===== config.mk =====
export PLATFORM = sky130hd
export DESIGN_NAME = ovs_uart_rx
export DESIGN_NICKNAME = d
export VERILOG_FILES = /design/src/rtl/ovs_rx_pkg.sv /design/src/rtl/ovs_rx_sync.sv /design/src/rtl/ovs_rx_tick.sv /design/src/rtl/ovs_rx_vote.sv /design/src/rtl/ovs_uart_rx.sv
export SDC_FILE = /design/constraint.sdc
export NUM_CORES = 1
export LEC_CHECK = 0
export BUFFER_PORTS_ARGS = -buffer_cell sky130_fd_sc_hd__buf_4
export CELL_PAD_IN_SITES_DETAIL_PLACEMENT = 2
export CELL_PAD_IN_SITES_GLOBAL_PLACEMENT = 2
export CORE_MARGIN = 5
export CORE_UTILIZATION = 34
export CTS_CLUSTER_SIZE = 14
export DETAILED_ROUTE_END_ITERATION = 6
export HOLD_SLACK_MARGIN = 0.02
export PLACE_DENSITY_LB_ADDON = 0.1
export SLEW_MARGIN = 5
export SYNTH_ARGS = -nofsm -noshare
export SYNTH_HDL_FRONTEND = slang
export SYNTH_SLANG_ARGS = --single-unit

===== constraint.sdc =====
create_clock -name clk -period 1.85 [get_ports clk]
set_input_delay 0.2775 -clock clk [delete_from_list [all_inputs] [get_ports clk]]
set_output_delay 0.2775 -clock clk [all_outputs]
set_load 0.01 [all_outputs]

===== src/rtl/ovs_rx_pkg.sv =====
package ovs_rx_pkg;
    typedef enum logic [1:0] {
        ST_IDLE  = 2'd0,
        ST_START = 2'd1,
        ST_DATA  = 2'd2,
        ST_STOP  = 2'd3
    } rx_state_e;
endpackage


===== src/rtl/ovs_rx_sync.sv =====
module ovs_rx_sync #(
    parameter int STAGES = 2
) (
    input  logic clk,
    input  logic rst_n,
    input  logic d_in,
    output logic q_out
);
    logic [STAGES-1:0] chain;

    // Resets to the idle (high) line level
    always_ff @(posedge clk or negedge rst_n) begin
        if (!rst_n) chain <= '1;
        else        chain <= {chain[STAGES-2:0], d_in};
    end

    assign q_out = chain[STAGES-1];
endmodule


===== src/rtl/ovs_rx_tick.sv =====
module ovs_rx_tick #(
    parameter int DIV_W = 16
) (
    input  logic             clk,
    input  logic             rst_n,
    input  logic             enable,
    input  logic [DIV_W-1:0] divisor,
    output logic             tick
);
    logic [DIV_W-1:0] count;

    always_ff @(posedge clk or negedge rst_n) begin
        if (!rst_n)                count <= '0;
        else if (!enable)          count <= '0;
        else if (count == divisor) count <= '0;
        else                       count <= count + 1'b1;
    end

    assign tick = enable && (count == divisor);
endmodule


===== src/rtl/ovs_rx_vote.sv =====
module ovs_rx_vote #(
    parameter int OSR   = 16,
    parameter int FIRST = 7,
    localparam int PH_W = $clog2(OSR)
) (
    input  logic            clk,
    input  logic            rst_n,
    input  logic            tick,
    input  logic [PH_W-1:0] phase,
    input  logic            line,
    output logic            maj
);
    logic samp_a, samp_b;

    // Hold the first two samples; the third is the live line at FIRST+2
    always_ff @(posedge clk or negedge rst_n) begin
        if (!rst_n) begin
            samp_a <= 1'b1;
            samp_b <= 1'b1;
        end else if (tick) begin
            if (phase == PH_W'(FIRST))     samp_a <= line;
            if (phase == PH_W'(FIRST + 1)) samp_b <= line;
        end
    end

    assign maj = (samp_a & samp_b) | (samp_a & line) | (samp_b & line);
endmodule


===== src/rtl/ovs_uart_rx.sv =====
module ovs_uart_rx #(
    parameter int DATA_BITS   = 8,
    parameter int OSR         = 16,
    parameter int DIV_W       = 16,
    parameter int SYNC_STAGES = 2
) (
    input  logic                 clk,
    input  logic                 rst_n,
    input  logic                 rx_en,
    input  logic [DIV_W-1:0]     divisor,
    input  logic                 serial_in,
    output logic [DATA_BITS-1:0] rx_data,
    output logic                 rx_valid
);
    import ovs_rx_pkg::*;

    localparam int PH_W       = $clog2(OSR);
    localparam int CNT_W      = $clog2(DATA_BITS);
    localparam int SAMP_FIRST = OSR / 2 - 1;
    localparam int VOTE_PH    = SAMP_FIRST + 2;

    rx_state_e             state, nstate;
    logic [PH_W-1:0]       ph;
    logic [CNT_W-1:0]      bitcnt;
    logic [DATA_BITS-1:0]  shreg;
    logic                  last_hi;
    logic                  line_s;
    logic                  tick;
    logic                  maj;
    logic                  decide;
    logic                  bit_end;

    ovs_rx_sync #(.STAGES(SYNC_STAGES)) u_sync (
        .clk   (clk),
        .rst_n (rst_n),
        .d_in  (serial_in),
        .q_out (line_s)
    );

    ovs_rx_tick #(.DIV_W(DIV_W)) u_tick (
        .clk     (clk),
        .rst_n   (rst_n),
        .enable  (rx_en),
        .divisor (divisor),
        .tick    (tick)
    );

    ovs_rx_vote #(.OSR(OSR), .FIRST(SAMP_FIRST)) u_vote (
        .clk   (clk),
        .rst_n (rst_n),
        .tick  (tick),
        .phase (ph),
        .line  (line_s),
        .maj   (maj)
    );

    assign decide  = tick && (ph == PH_W'(VOTE_PH));
    assign bit_end = tick && (ph == PH_W'(OSR - 1));

    // State register
    always_ff @(posedge clk or negedge rst_n) begin
        if (!rst_n) state <= ST_IDLE;
        else        state <= nstate;
    end

    // Next-state logic
    always_comb begin
        nstate = state;
        if (!rx_en) begin
            nstate = ST_IDLE;
        end else begin
            unique case (state)
                ST_IDLE:  if (tick && last_hi && !line_s) nstate = ST_START;
                ST_START: begin
                    if (decide && maj)  nstate = ST_IDLE;
                    else if (bit_end)   nstate = ST_DATA;
                end
                ST_DATA:  if (bit_end && bitcnt == CNT_W'(DATA_BITS - 1)) nstate = ST_STOP;
                ST_STOP:  if (decide) nstate = ST_IDLE;
            endcase
        end
    end

    // Bit timing, bit counter, shift register and edge history
    always_ff @(posedge clk or negedge rst_n) begin
        if (!rst_n) begin
            ph      <= PH_W'(1);
            bitcnt  <= '0;
            shreg   <= '0;
            last_hi <= 1'b0;
        end else begin
            if (!rx_en || state == ST_IDLE) ph <= PH_W'(1);
            else if (tick)                  ph <= ph + 1'b1;

            if (state != ST_DATA) bitcnt <= '0;
            else if (bit_end)     bitcnt <= bitcnt + 1'b1;

            if (state == ST_DATA && decide) shreg <= {maj, shreg[DATA_BITS-1:1]};

            if (!rx_en)    last_hi <= 1'b0;
            else if (tick) last_hi <= line_s;
        end
    end

    // Outputs
    always_ff @(posedge clk or negedge rst_n) begin
        if (!rst_n) begin
            rx_valid <= 1'b0;
            rx_data  <= '0;
        end else begin
            rx_valid <= rx_en && state == ST_STOP && decide && maj;
            if (rx_en && state == ST_STOP && decide && maj) rx_data <= shreg;
        end
    end
endmodule


# Word level (Yosys, flattened, before mapping)
# Cells that the tools add are included.
dict set report classes {
  add_sub_neg 3
  n_reduce_logical 20
  n_eq_ne 15
  n_mux 15
  bitwise 5
}
# op n
set ops {}
lappend ops {{$mux W16} 2}
lappend ops {{$add A16 B1 Y16 const B} 1}
lappend ops {{$eq A16 B16 Y1} 1}
lappend ops {{$eq A4 B4 Y1 const B} 3}
lappend ops {{$mux W2} 6}
lappend ops {{$logic_and A1 B1 Y1} 11}
lappend ops {{$ne A3 B3 Y1 const B} 3}
lappend ops {{$mux W4} 2}
lappend ops {{$pmux W2 S4} 1}
lappend ops {{$mux W3} 2}
lappend ops {{$add A4 B1 Y4 const B} 1}
lappend ops {{$eq A2 B2 Y1 const B} 2}
lappend ops {{$eq A4 B3 Y1 const B} 1}
lappend ops {{$ne A4 B4 Y1 const B} 1}
lappend ops {{$reduce_and A2 Y1} 2}
lappend ops {{$reduce_and A4 Y1} 1}
lappend ops {{$reduce_bool A2 Y1} 2}
lappend ops {{$add A3 B1 Y3 const B} 1}
lappend ops {{$and A1 B1 Y1} 3}
lappend ops {{$eq A3 B3 Y1 const B} 1}
lappend ops {{$eq A2 B1 Y1 const B} 1}
lappend ops {{$logic_not A1 Y1} 2}
lappend ops {{$logic_not A2 Y1} 1}
lappend ops {{$mux W1} 2}
lappend ops {{other kinds (4)} 5}
dict set report totals {
  out_inout_bits 9
  inputBits 20
  register_bits 47
  word_cells 69
}

# Longest topological paths before layout
dict set report logic_depth {
  ltp_word 7
  ltp_mapped 8
  depth_no_buf 7
}

# Cells and area by module
# From an unflattened synthesis, not the netlist that was laid out.
dict set report unflattened {
  cells_unflattened 195
  hier_area_um2 2436.1
}
# module cells_each instances seq_area_each_um2 area_each_um2
set modules_own_cells {}
lappend modules_own_cells {ovs_uart_rx 85 1 676.9 1280.0}
lappend modules_own_cells {ovs_rx_tick 99 1 400.4 983.4}
lappend modules_own_cells {ovs_rx_vote 9 1 52.6 120.1}
lappend modules_own_cells {ovs_rx_sync 2 1 52.6 52.6}

# Worst setup path after synthesis
# No wires, ideal clock.
dict set report synth_timing {
  kind {register to register}
  start {reg u_tick.count[3]}
  end {reg rx_data[0]}
  period_less_slack_ns 1.988
  required_ns 1.725
  n_path_buf 0
  setup_ns 0.125
  t_arrival_ns 1.864
  path_slack_ns -0.138
  stages_incl_launch_ff 6
  cell_sequence {dfrtp_1 -> xor2_1 -> nor4_1 -> nand4_1 -> nor4b_4 -> mux2_2}
}
dict set report synth_between {
  elab_chain_cells 5
}
# element line
set synth_lines {}
lappend synth_lines {{start, declared} ovs_rx_tick.sv:10} ;# logic [DIV_W-1:0] count;
lappend synth_lines {{start signal, assigned} ovs_rx_tick.sv:16} ;# else count <= count + 1'b1;
lappend synth_lines {{$eq A16 B16 Y1} ovs_rx_tick.sv:19} ;# assign tick = enable && (count == divisor);
lappend synth_lines {{$logic_and A1 B1 Y1} ovs_rx_tick.sv:19}
lappend synth_lines {{$logic_and A1 B1 Y1} ovs_uart_rx.sv:57} ;# assign decide = tick && (ph == PH_W'(VOTE_PH));
lappend synth_lines {{$logic_and A1 B1 Y1 (2 in a row)} ovs_uart_rx.sv:112} ;# if (rx_en && state == ST_STOP && decide && maj) rx_data <= shreg;
lappend synth_lines {{end signal, assigned} ovs_uart_rx.sv:112}
lappend synth_lines {{end, declared} ovs_uart_rx.sv:12} ;# output logic [DATA_BITS-1:0] rx_data,
# Every way passes these cells.
# A chain may end at the register's enable or synchronous reset.

# Final worst setup path
dict set report layout_timing {
  start {reg u_tick.count[13]}
  end {reg rx_data[3]}
}
# The elaborated chain is that of the path after synthesis.

==> results.toml <==
[layout]
nets = 300
drive_gt1_share_pct = 42.55
design_area_um2 = 3262
fin_cells = 355
antennaDiodeCount = 0
area_growth_pct = 41.53

[synth]
synth_seq_cells = 47
synth_ff_type = "dfrtp_1"
synth_top_family_by_area = "simple AND/OR/NAND/NOR gates"
netlist_area_um2 = 2305
synth-seq-area-share_pct = 51.30
synthMuxAreaShare_pct = 10.53
avgSynthCellArea_um2 = 11.13
yosysWarnings = 0
synth_xor_area_share_pct = 11.78
synth_cell_types = 31
synth_fa_ha_area_share_pct = 3.692
synthCells = 207
synth-compound-area-share_pct = 4.180
async_reset_ff_share_pct = 100.0
synth-edff-count = 0
yosys.area_share.simple_pct = 16.18
synthesis.nets = 233

[die]
initial_core_util_pct = 34.49
die_h_um = 92.33
core_region_area_um2 = 6681
rows = 30
die_w_um = 92.33
io_pins = 29
dieArea_um2 = 8525

[power]
combPwrFrac_pct = 6.8
p_switching_mw = 0.4554
seq_power_share_pct = 53.1
swShare_pct = 23.20
power_density_nw_per_um2 = 601.7
max-vdd-ir-drop_uv = 375.3
finalPower_mw = 1.963
internal_power_mw = 1.507
p_leak_nw = 1.538
clockPowerShare_pct = 40.1

[clock_network]
path_clk_slew_ps = 100
clock_latency_ps = 300
cts_num_sinks = 47
cts.path.max_buffers = 2
cts_tree = "built"
cts_root_buf = "clkbuf_8"
htree_levels = 2
numCtsBuffers = 5

[setup_path]
critPathKind = "reg2reg"
crit_required_ps = 2040
crit_fanout = 8
critPathCaptureType = "register"
r2r_slack_ps = -290
r2r_cells = 7
worst_ep_arrival_time_ps = 2340
critPathLaunchType = "register"

[timing]
fin_crit_ps = 2144
max_freq_mhz = 466.4
worst_slew_pin_slew_ps = 625.9
hold_violations = 0
rsz0062_at_grt = "true"
drv_slew = 0
finalWorstSetupSlack_ps = -294.3
maxSlewHeadroom_pct = 58.28
period_share_pct = 115.9
clock-skew-final_ps = 6.066
setup_viol = 43

[detailed_routing]
drtPass1Iterations = 4
remaining_drc_errors = 0
via_per_inst = 5.028
drtIter0Drc = 23
drtAntennaViolNets = 0
wl_um = 6680
dr_total_vias = 1785
wire_per_inst_um = 18.82

[place]
portBuffers = 28
placed_area_um2 = 2844
globalplace.congestion = 0.8329
dp_cells = 339
dp_slack_ps = -549.7
hpwl_um = 4629

[status]
status = "finished, violations left"
violations = "setup timing"

[min_path]
hold_path.class = "in2reg"
hold_depth = 1

[grt]
grt_usage_pct = 16.05
grt_max_degree = 48
antenna_found_initial = 0
gr-total-overflow = 0
grt_pass1_vias = 2132
grt_first_pass_wirelength_um = 10730

[flow_run]
cap_violations = 0
power groups by stage:
stage                     sequential [mW]  clock [mW]  combinational, mW
final                                1.04       0.787              0.134
after global routing                 1.04       0.871              0.147
after CTS                            1.04       0.812              0.132
after detailed placement             1.06           0              0.118
after global placement               1.06           0              0.111
after floorplan                      1.06           0             0.0339
kinds of logic after synthesis:
logic type	after synthesis
AOI/OAI and AO/OA	15
xor gates and xnor gates	31
adders and majority gates	7
buffers and inverters	13
DFF	47
muxes	22
and+or+nand+nor	72
critical path, cell delays in order, from the launching register on:
cell,delay [ps]
dfrtp_1,410
xor2_1,150
nor4_2,340
nand4_1,200
buf_6,180
nor4b_4,220
buf_6,200
mux2_4,310
cells in the final DEF (no fill, tap or decap), types with 2 or more instances in the layout:
cell	count
buf_6	6
inv_1	6
mux2i_1	4
xor2_1	26
mux2_4	10
nor4b_4	2
a21oi_2	2
a21boi_2	2
o21ai_0	6
buf_8	3
nand3_1	4
buf_12	2
dfrtp_1	42
xnor2_1	4
nand4_1	9
dfstp_2	5
mux2_2	8
and3_1	3
buf_4	54
nand2_1	13
o21a_1	2
nor4_2	3
nor2_1	23
nor2b_1	2
or3_4	5
ha_1	6
clkbuf_8	5
registers in the layout, summed over array words and instances (netlist names):
| name | flops |
|---|---|
| u_tick.count | 16 |
| rx_data | 8 |
| shreg | 8 |
| ph | 4 |
| bitcnt | 3 |
| state | 2 |
| u_sync.chain | 2 |
| last_hi | 1 |
| rx_valid | 1 |
| u_vote.samp_a | 1 |
| u_vote.samp_b | 1 |
through the flow:
step | hold WS (ps) | util [%] | setup TNS (ps)
2_1_floorplan | -18.09 | - | -1472
3_3_place_gp | 321.0 | 42.57 | -9337
3_5_place_dp | 337.9 | 42.57 | -17300
4_1_cts | 64.69 | 47.27 | -9434
5_1_grt | 46.18 | 48.82 | -13910
6_report | 77.30 | 48.82 | -7682
layer usage:
| metal | share of wire [%] | vias up | GRT usage (%) |
|---|---|---|---|
| met1 | 42 | 914 | 18.06 |
| met2 | 55 | 27 | 30.76 |
| met4 | 0.64 | 0 | 3.960 |
| li1 | - | 840 | - |
| met3 | 2.8 | 4 | 3.087 |
| met5 | 0 | - | 0 |
synth_stat cells (5+ instances only):
cell,n,area share [%]
dfrtp_1,42,46
dfstp_2,5,5.7
ha_1,6,3.3
inv_1,6,0.98
mux2_2,18,8.8
nand2_1,14,2.3
nand4_1,9,2.4
nor2_1,24,3.9
nor4_1,5,1.4
o21ai_0,6,1.3
or3_1,5,1.4
xnor2_1,5,1.9
xor2_1,26,9.9
final cells by class:
type / count / area (µm²)
Clock buffer: 5 / 68.82
Clock inverter: 3 / 46.29
Fill cell: 675 / 3420
Inverter: 6 / 22.52
Multi-Input combinational cell: 147 / 1246
Sequential cell: 47 / 1182
Tap cell: 80 / 100.1
Timing Repair Buffer: 67 / 595.6
timing repair:
action | in CTS | in global routing
gates resized for setup | 36 | 14
hold buffers | 1 | 0
setup endpoints to repair | 44 | 44
endpoints found under the hold margin | 42 | 0
pin swaps | 12 | 7
buffers inserted | 2 | 4
cloned | 1 | 0
final timing paths:
check                                            end                  startpoint
max                           rx_data[3]$_DFFE_PN0P_  u_tick.count[13]$_DFF_PN0_
min                        u_sync.chain[0]$_DFF_PN1_                   serial_in
max reg2reg                   rx_data[3]$_DFFE_PN0P_  u_tick.count[13]$_DFF_PN0_
min reg2reg                u_sync.chain[1]$_DFF_PN1_   u_sync.chain[0]$_DFF_PN1_
max in group asynchronous      bitcnt[2]$_DFFE_PN0P_                       rst_n
min in group asynchronous  u_tick.count[5]$_DFF_PN0_                       rst_n
No activity file was read; power rests on OpenSTA's default activity.
